**src/rtl/nic_regs_pkg.sv**
```systemverilog
package nic_regs_pkg;
    localparam int DW     = 16;
    localparam int IDX_W  = 6;
    localparam int NPTR   = 4;
    localparam int NTALLY = 3;

    typedef logic [DW-1:0]    word_t;
    typedef logic [IDX_W-1:0] idx_t;

    // register indices that neighbouring software decodes
    localparam idx_t IX_CMD    = 6'h00;
    localparam idx_t IX_DCFG   = 6'h01;
    localparam idx_t IX_RXC    = 6'h02;
    localparam idx_t IX_TXC    = 6'h03;
    localparam idx_t IX_MASK   = 6'h04;
    localparam idx_t IX_STAT   = 6'h05;
    localparam idx_t IX_EOBC   = 6'h13;
    localparam idx_t IX_PTR0   = 6'h15;
    localparam idx_t IX_REV    = 6'h28;
    localparam idx_t IX_TALLY0 = 6'h2C;
    localparam idx_t IX_DCFG2  = 6'h3F;

    localparam word_t CMD_MASK   = 16'h03BF;
    localparam word_t DCFG_MASK  = 16'hBFFF;
    localparam word_t DCFG2_MASK = 16'hF017;
    localparam word_t RXC_MASK   = 16'hFFE0;
    localparam word_t TXC_MASK   = 16'hF000;
    localparam word_t IMASK_MASK = 16'h7FFF;
    localparam word_t PTR_MASK   = 16'hFFFE;

    localparam word_t CMD_RST  = 16'h0094;
    localparam word_t TXC_RST  = 16'h0101;
    localparam word_t RXC_RST  = 16'h0020;
    localparam word_t EOBC_RST = 16'h02F8;
    localparam word_t REV_VAL  = 16'h0004;

    localparam int B_HALT  = 0;
    localparam int B_TX    = 1;
    localparam int B_RXDIS = 2;
    localparam int B_SWRST = 7;
    localparam int B_RDRES = 8;
    localparam int B_LDTBL = 9;
    localparam int ST_BUFX = 5;

    typedef struct packed {
        word_t cmd;
        word_t pulse;
    } cmd_state_t;

    typedef struct packed {
        word_t mask;
        word_t stat;
    } irq_state_t;

    typedef struct packed {
        word_t                      dcfg;
        word_t                      dcfg2;
        word_t                      rxc;
        word_t                      txc;
        word_t                      eobc;
        logic [NPTR-1:0][DW-1:0]    ptr;
        logic [NTALLY-1:0][DW-1:0]  tally;
    } cfg_state_t;
endpackage

```
**src/rtl/nic_cmd_ctl.sv**
```systemverilog
module nic_cmd_ctl
    import nic_regs_pkg::*;
(
    input  logic  clk,
    input  logic  rst_n,
    input  logic  wr_en,
    input  word_t wdata,
    input  word_t done,
    input  logic  rdres_req,
    output word_t cmd_q,
    output word_t pulse_q
);
    cmd_state_t st_d, st_q;

    always_comb begin
        st_d       = st_q;
        st_d.pulse = '0;
        st_d.cmd   = st_q.cmd & ~done;
        if (wr_en) begin
            if (st_q.cmd[B_SWRST] && !wdata[B_SWRST]) begin
                // leaving reset: nothing else happens
                st_d.cmd[B_SWRST] = 1'b0;
            end else begin
                st_d.cmd   = st_d.cmd | (wdata & CMD_MASK);
                st_d.pulse = wdata & CMD_MASK;
                if (wdata[B_SWRST]) begin
                    st_d.cmd[B_LDTBL] = 1'b0;
                    st_d.cmd[B_RDRES] = 1'b0;
                    st_d.cmd[B_TX]    = 1'b0;
                    st_d.cmd[B_HALT]  = 1'b0;
                    st_d.cmd[B_SWRST] = 1'b1;
                    st_d.cmd[B_RXDIS] = 1'b1;
                end
            end
        end
        if (rdres_req) st_d.pulse[B_RDRES] = 1'b1;
    end

    always_ff @(posedge clk or negedge rst_n) begin
        if (!rst_n) begin
            st_q.cmd   <= CMD_RST;
            st_q.pulse <= '0;
        end else begin
            st_q <= st_d;
        end
    end

    assign cmd_q   = st_q.cmd;
    assign pulse_q = st_q.pulse;
endmodule

```
**src/rtl/nic_irq_ctl.sv**
```systemverilog
module nic_irq_ctl
    import nic_regs_pkg::*;
(
    input  logic  clk,
    input  logic  rst_n,
    input  logic  mask_wr,
    input  logic  stat_wr,
    input  word_t wdata,
    input  word_t evt_set,
    output word_t mask_q,
    output word_t stat_q,
    output logic  rdres_req,
    output logic  irq
);
    irq_state_t st_d, st_q;
    word_t      clr;

    always_comb begin
        st_d = st_q;
        clr  = stat_wr ? (wdata & st_q.stat) : '0;
        // event set applied last, so it wins over a clear of the same bit
        st_d.stat = (st_q.stat & ~clr) | evt_set;
        if (mask_wr) st_d.mask = wdata & IMASK_MASK;
    end

    always_ff @(posedge clk or negedge rst_n) begin
        if (!rst_n) st_q <= '0;
        else        st_q <= st_d;
    end

    assign rdres_req = clr[ST_BUFX];
    assign mask_q    = st_q.mask;
    assign stat_q    = st_q.stat;
    assign irq       = |(st_q.mask & st_q.stat);
endmodule

```
**src/rtl/nic_cfg_regs.sv**
```systemverilog
module nic_cfg_regs
    import nic_regs_pkg::*;
(
    input  logic       clk,
    input  logic       rst_n,
    input  logic       wr_en,
    input  idx_t       idx,
    input  word_t      wdata,
    input  logic       in_reset,
    output cfg_state_t cfg_q
);
    cfg_state_t st_d, st_q;

    always_comb begin
        st_d = st_q;
        if (wr_en) begin
            if (idx == IX_DCFG  && in_reset) st_d.dcfg  = wdata & DCFG_MASK;
            if (idx == IX_DCFG2 && in_reset) st_d.dcfg2 = wdata & DCFG2_MASK;
            if (idx == IX_RXC)  st_d.rxc  = wdata & RXC_MASK;
            if (idx == IX_TXC)  st_d.txc  = wdata & TXC_MASK;
            if (idx == IX_EOBC) st_d.eobc = wdata;
            for (int k = 0; k < NPTR; k++) begin
                if (idx == IX_PTR0 + idx_t'(k)) st_d.ptr[k] = wdata & PTR_MASK;
            end
            for (int k = 0; k < NTALLY; k++) begin
                if (idx == IX_TALLY0 + idx_t'(k)) st_d.tally[k] = ~wdata;
            end
        end
    end

    always_ff @(posedge clk or negedge rst_n) begin
        if (!rst_n) begin
            st_q      <= '0;
            st_q.rxc  <= RXC_RST;
            st_q.txc  <= TXC_RST;
            st_q.eobc <= EOBC_RST;
        end else begin
            st_q <= st_d;
        end
    end

    assign cfg_q = st_q;
endmodule

```
**src/rtl/nic_host_regs.sv**
```systemverilog
module nic_host_regs
    import nic_regs_pkg::*;
#(
    parameter int ADDR_W    = 7,
    parameter int IDX_SHIFT = 1
) (
    input  logic              clk,
    input  logic              rst_n,
    input  logic              host_wr,
    input  logic              host_rd,
    input  logic [ADDR_W-1:0] host_addr,
    input  logic [15:0]       host_wdata,
    output logic [15:0]       host_rdata,
    input  logic [15:0]       cmd_done,
    input  logic [15:0]       evt_set,
    output logic [15:0]       cmd_pulse,
    output logic              irq
);
    idx_t       idx;
    word_t      cmd_q, mask_q, stat_q, rd_val, rdata_d, rdata_q;
    cfg_state_t cfg_q;
    logic       rdres_req;

    assign idx = idx_t'(host_addr >> IDX_SHIFT);

    nic_cmd_ctl u_cmd (
        .clk       (clk),
        .rst_n     (rst_n),
        .wr_en     (host_wr && idx == IX_CMD),
        .wdata     (host_wdata),
        .done      (cmd_done),
        .rdres_req (rdres_req),
        .cmd_q     (cmd_q),
        .pulse_q   (cmd_pulse)
    );

    nic_irq_ctl u_irq (
        .clk       (clk),
        .rst_n     (rst_n),
        .mask_wr   (host_wr && idx == IX_MASK),
        .stat_wr   (host_wr && idx == IX_STAT),
        .wdata     (host_wdata),
        .evt_set   (evt_set),
        .mask_q    (mask_q),
        .stat_q    (stat_q),
        .rdres_req (rdres_req),
        .irq       (irq)
    );

    nic_cfg_regs u_cfg (
        .clk      (clk),
        .rst_n    (rst_n),
        .wr_en    (host_wr),
        .idx      (idx),
        .wdata    (host_wdata),
        .in_reset (cmd_q[B_SWRST]),
        .cfg_q    (cfg_q)
    );

    always_comb begin
        case (idx)
            IX_CMD:   rd_val = cmd_q;
            IX_DCFG:  rd_val = cfg_q.dcfg;
            IX_RXC:   rd_val = cfg_q.rxc;
            IX_TXC:   rd_val = cfg_q.txc;
            IX_MASK:  rd_val = mask_q;
            IX_STAT:  rd_val = stat_q;
            IX_EOBC:  rd_val = cfg_q.eobc;
            IX_REV:   rd_val = REV_VAL;
            IX_DCFG2: rd_val = cfg_q.dcfg2;
            default:  rd_val = '0;
        endcase
        for (int k = 0; k < NPTR; k++) begin
            if (idx == IX_PTR0 + idx_t'(k)) rd_val = cfg_q.ptr[k];
        end
        for (int k = 0; k < NTALLY; k++) begin
            if (idx == IX_TALLY0 + idx_t'(k)) rd_val = cfg_q.tally[k];
        end
        rdata_d = host_rd ? rd_val : rdata_q;
    end

    always_ff @(posedge clk or negedge rst_n) begin
        if (!rst_n) rdata_q <= '0;
        else        rdata_q <= rdata_d;
    end

    assign host_rdata = rdata_q;
endmodule

```
**config.mk**
```make
export PLATFORM = sky130hd
export DESIGN_NAME = nic_host_regs
export DESIGN_NICKNAME = d
export VERILOG_FILES = /design/src/rtl/nic_regs_pkg.sv /design/src/rtl/nic_cmd_ctl.sv /design/src/rtl/nic_irq_ctl.sv /design/src/rtl/nic_cfg_regs.sv /design/src/rtl/nic_host_regs.sv
export SDC_FILE = /design/constraint.sdc
export NUM_CORES = 1
export LEC_CHECK = 0
export BUFFER_PORTS_ARGS = -buffer_cell sky130_fd_sc_hd__buf_2
export CAP_MARGIN = 15
export CORE_ASPECT_RATIO = 0.9
export CORE_MARGIN = 2
export CORE_UTILIZATION = 60
export DETAILED_ROUTE_END_ITERATION = 8
export PLACE_DENSITY_LB_ADDON = 0.15
export SLEW_MARGIN = 20
export SYNTH_ARGS = -nofsm -noshare
export SYNTH_HDL_FRONTEND = slang
export SYNTH_SLANG_ARGS = --single-unit
```
**constraint.sdc**
```tcl
create_clock -name clk -period 2 [get_ports clk]
set_input_delay 0.4 -clock clk [delete_from_list [all_inputs] [get_ports clk]]
set_output_delay 0.4 -clock clk [all_outputs]
set_load 0.03 [all_outputs]
```
==> flow_summary.ini <==
[status]
status = complete, but fails checks
violations = setup timing

[worst_setup_path]
crit_type = flop to output pin
path_cells = a222oi_1, and3_1, nand4_1, buf_6
cp-end-kind = output pin
cp_slowest_cell = dfrtp_1
start_kind = flop
path_max_fanout = 3
required_ns = 1.60
arrival_ns = 1.86
slowest_delay_ns = 0.43

[timing]
hold_viol = 0
min_period_ns = 2.26
skew_ns = 0.0125
slew_headroom = 0.647
rsz0062_at_grt = yes
worstMarginPinSlew_ns = 0.529
drv_slew = 0
period_share = 1.13
max_freq_mhz = 443
setup_ws_ns = -0.260
timing.setup.tns_ns = -0.260
setup_viol = 1

[drt]
drcViolationCount = 0
final_antenna_net_count = 0
first_pass_iters = 5
vias_per_cell = 6.11
drt_iter0_drc = 676
routed-via-count = 8375
wl_per_cell_um = 22.1
wirelength_um = 30300

[clocking]
cts_tree = built
htreeDepth = 1
numClockSinks = 235
cts_buffers = 25
clkTransAtPathRegs_ns = 0.06
clock_latency_ns = 0.53
clock_path_buffers = 3
cts-root-buf = clkbuf_16

[pwr]
peakVddDrop_mv = 0.747
power_density_nw_per_um2 = 863
p_leak_nw = 6.31

[floorplanning]
rows = 46
start_util = 0.615
die_y_um = 132
die_area_um2 = 19300
fp.dieW_um = 146
core_area_um2 = 17700
num_io_pins = 92

[synth]
synth_top_cells_by_area = dfrtp_1, mux2_2, nand2_1, o21ai_0, dfstp_2
yosysSeqAreaShare = 0.541
avgSynthCellArea_um2 = 11.5
yosys.area.top_type = dfrtp_1
yosysWarningCount = 0
syn_area_um2 = 10900
synth_edf_count = 0
synth_top_flop_cell = dfrtp_1
ys_ff_latch = 235
syn_inst = 944
yosys.cell_types.count = 72
synth_top_area_frac = 0.514
async_flop_share = 1.00

[global_routing]
grt_max_degree = 64
grt_first_pass_wirelength_um = 48400
grt_overflow = 0
antenna_found_initial = 0
grt_pass1_vias = 8723
grt_use_total = 0.320

[placed_design]
pre_cts_ws_ns = -0.225
hpwl_um = 21600
io_buffer_count = 83
dp_cells = 1323
globalplace.congestion = 0.910

[cells_and_area]
syn2layout_area_growth_pct = 21.5
drive_above_1_share = 0.389
fillers = 1261
diodes = 0
layout.cells.non_filler = 1371
multiInputGateArea_um2 = 4560
ff_latch_area_um2 = 5890
nets = 1172

[min_path]
hold_path_class = primary input to flop

[flow_run]
maxCapViolations = 0
-- layout make-up --
type                       instances  area share
clock buffer                      34      0.0543
clock inverter                    11     0.00869
inverter                          15     0.00425
multi-input combinational        619       0.344
sequential                       235       0.445
tap                              240      0.0227
timing repair buffer             217       0.120
-- per-layer routing --
layer,global-route usage,vias to the layer above,share of wire
met3,0.0606,69,0.067
met1,0.443,4223,0.43
met2,0.522,334,0.47
met4,0.0912,0,0.030
met5,0,-,0
li1,-,3749,-
-- cell families after synthesis --
| kind of cell | Yosys count | synth area share |
|---|---|---|
| AOI/OAI and AO/OA | 240 | 0.146 |
| DFF | 235 | 0.541 |
| and+or+nand+nor | 212 | 0.101 |
| muxes | 160 | 0.169 |
| buffers and inverters | 96 | 0.0433 |
| other | 1 | 0.000344 |
-- cells in the final DEF (no fill, tap or decap), drive strengths merged, types with 19 or more instances in the layout --
cell / netlist / routed
nor2: 30 / 30
mux2: 149 / 149
dfrtp: 224 / 224
o22ai: 19 / 19
clkbuf: 37 / 34
a22oi: 31 / 31
buf: 44 / 214
nand2: 103 / 103
a21o: 21 / 21
a21oi: 33 / 33
o21ai: 66 / 66
-- where the power goes --
group | total (mW) | leakage [nW] | internal [mW] | switching (mW)
clock network | 4.69 | 0.421 | 2.78 | 1.91
registers | 5.47 | 3.05 | 5.21 | 0.261
logic | 1.27 | 2.84 | 0.589 | 0.681
total | 11.4 | 6.31 | 8.58 | 2.86
-- sequential cells by signal, summed over array words and instances, names as in the netlist --
signal	flops
u_cmd.cmd_q	16
u_irq.stat_q	16
u_cmd.pulse_q	9
host_rdata	16
u_cfg.cfg_q	163
u_irq.mask_q	15
-- critical path, delay by kind of cell, from the launching register on --
kind	cells	cell delay, ns
simple gates	2	0.34
flops	1	0.43
buf+inv	1	0.18
compound gates	1	0.39
-- per-stage QoR --
step	hold slack (ns)	cell area, um^2	utilization	power [mW]
finish	0.0131	13200	0.747	11.4
global route	0.00834	13200	0.747	11.8
CTS	0.00394	13200	0.747	11.5
detailed placement	0.386	12400	0.698	6.80
global placement	0.385	12400	0.698	6.73
floorplan	0.104	10900	-	6.25
-- Yosys cell counts (3+ instances only) --
library cell,n
o221ai_1,4
nand3_1,10
dfrtp_1,224
a21o_1,21
a222oi_1,3
a22o_1,4
buf_6,3
buf_1,4
a211oi_1,8
and3_1,5
nand2_1,102
mux2_2,139
inv_1,15
nor2_2,5
nand3b_1,3
a211o_1,3
o22ai_1,19
mux2i_1,10
clkbuf_1,37
o21ai_1,5
o22a_1,6
and2_1,8
buf_4,11
nand2b_1,6
o21ai_0,61
a31oi_1,10
buf_2,25
dfstp_2,11
a221oi_1,11
o211ai_1,3
nor3_1,9
a22oi_1,31
mux2_4,10
nor2b_1,17
a21oi_1,33
nor2_1,22
-- path summary, 6_finish.rpt --
kind,end,start,slack (ns),cells past startpoint
max reg2reg,host_rdata[15],u_cmd.cmd_q[15],0.19,5
max in group asynchronous,u_cfg.cfg_q[119],rst_n,0.86,3
min in group asynchronous,u_cmd.cmd_q[12],rst_n,0.42,2
max,irq,u_irq.stat_q[10],-0.26,4
min,u_cmd.cmd_q[6],cmd_done[6],0.01,2
min reg2reg,u_cfg.cfg_q[4],u_cfg.cfg_q[4],0.47,2
-- repair_timing --
| action | 4_1_cts | 5_1_grt |
|---|---|---|
| setup buffers | 0 | 0 |
| hold buffers | 3 | 0 |
| endpoints found under the hold margin | 55 | 0 |
| gates cloned | 0 | 0 |
| setup endpoints to repair | 1 | 1 |
| gates resized for setup | 2 | 0 |
No activity file was read; power rests on OpenSTA's default activity.
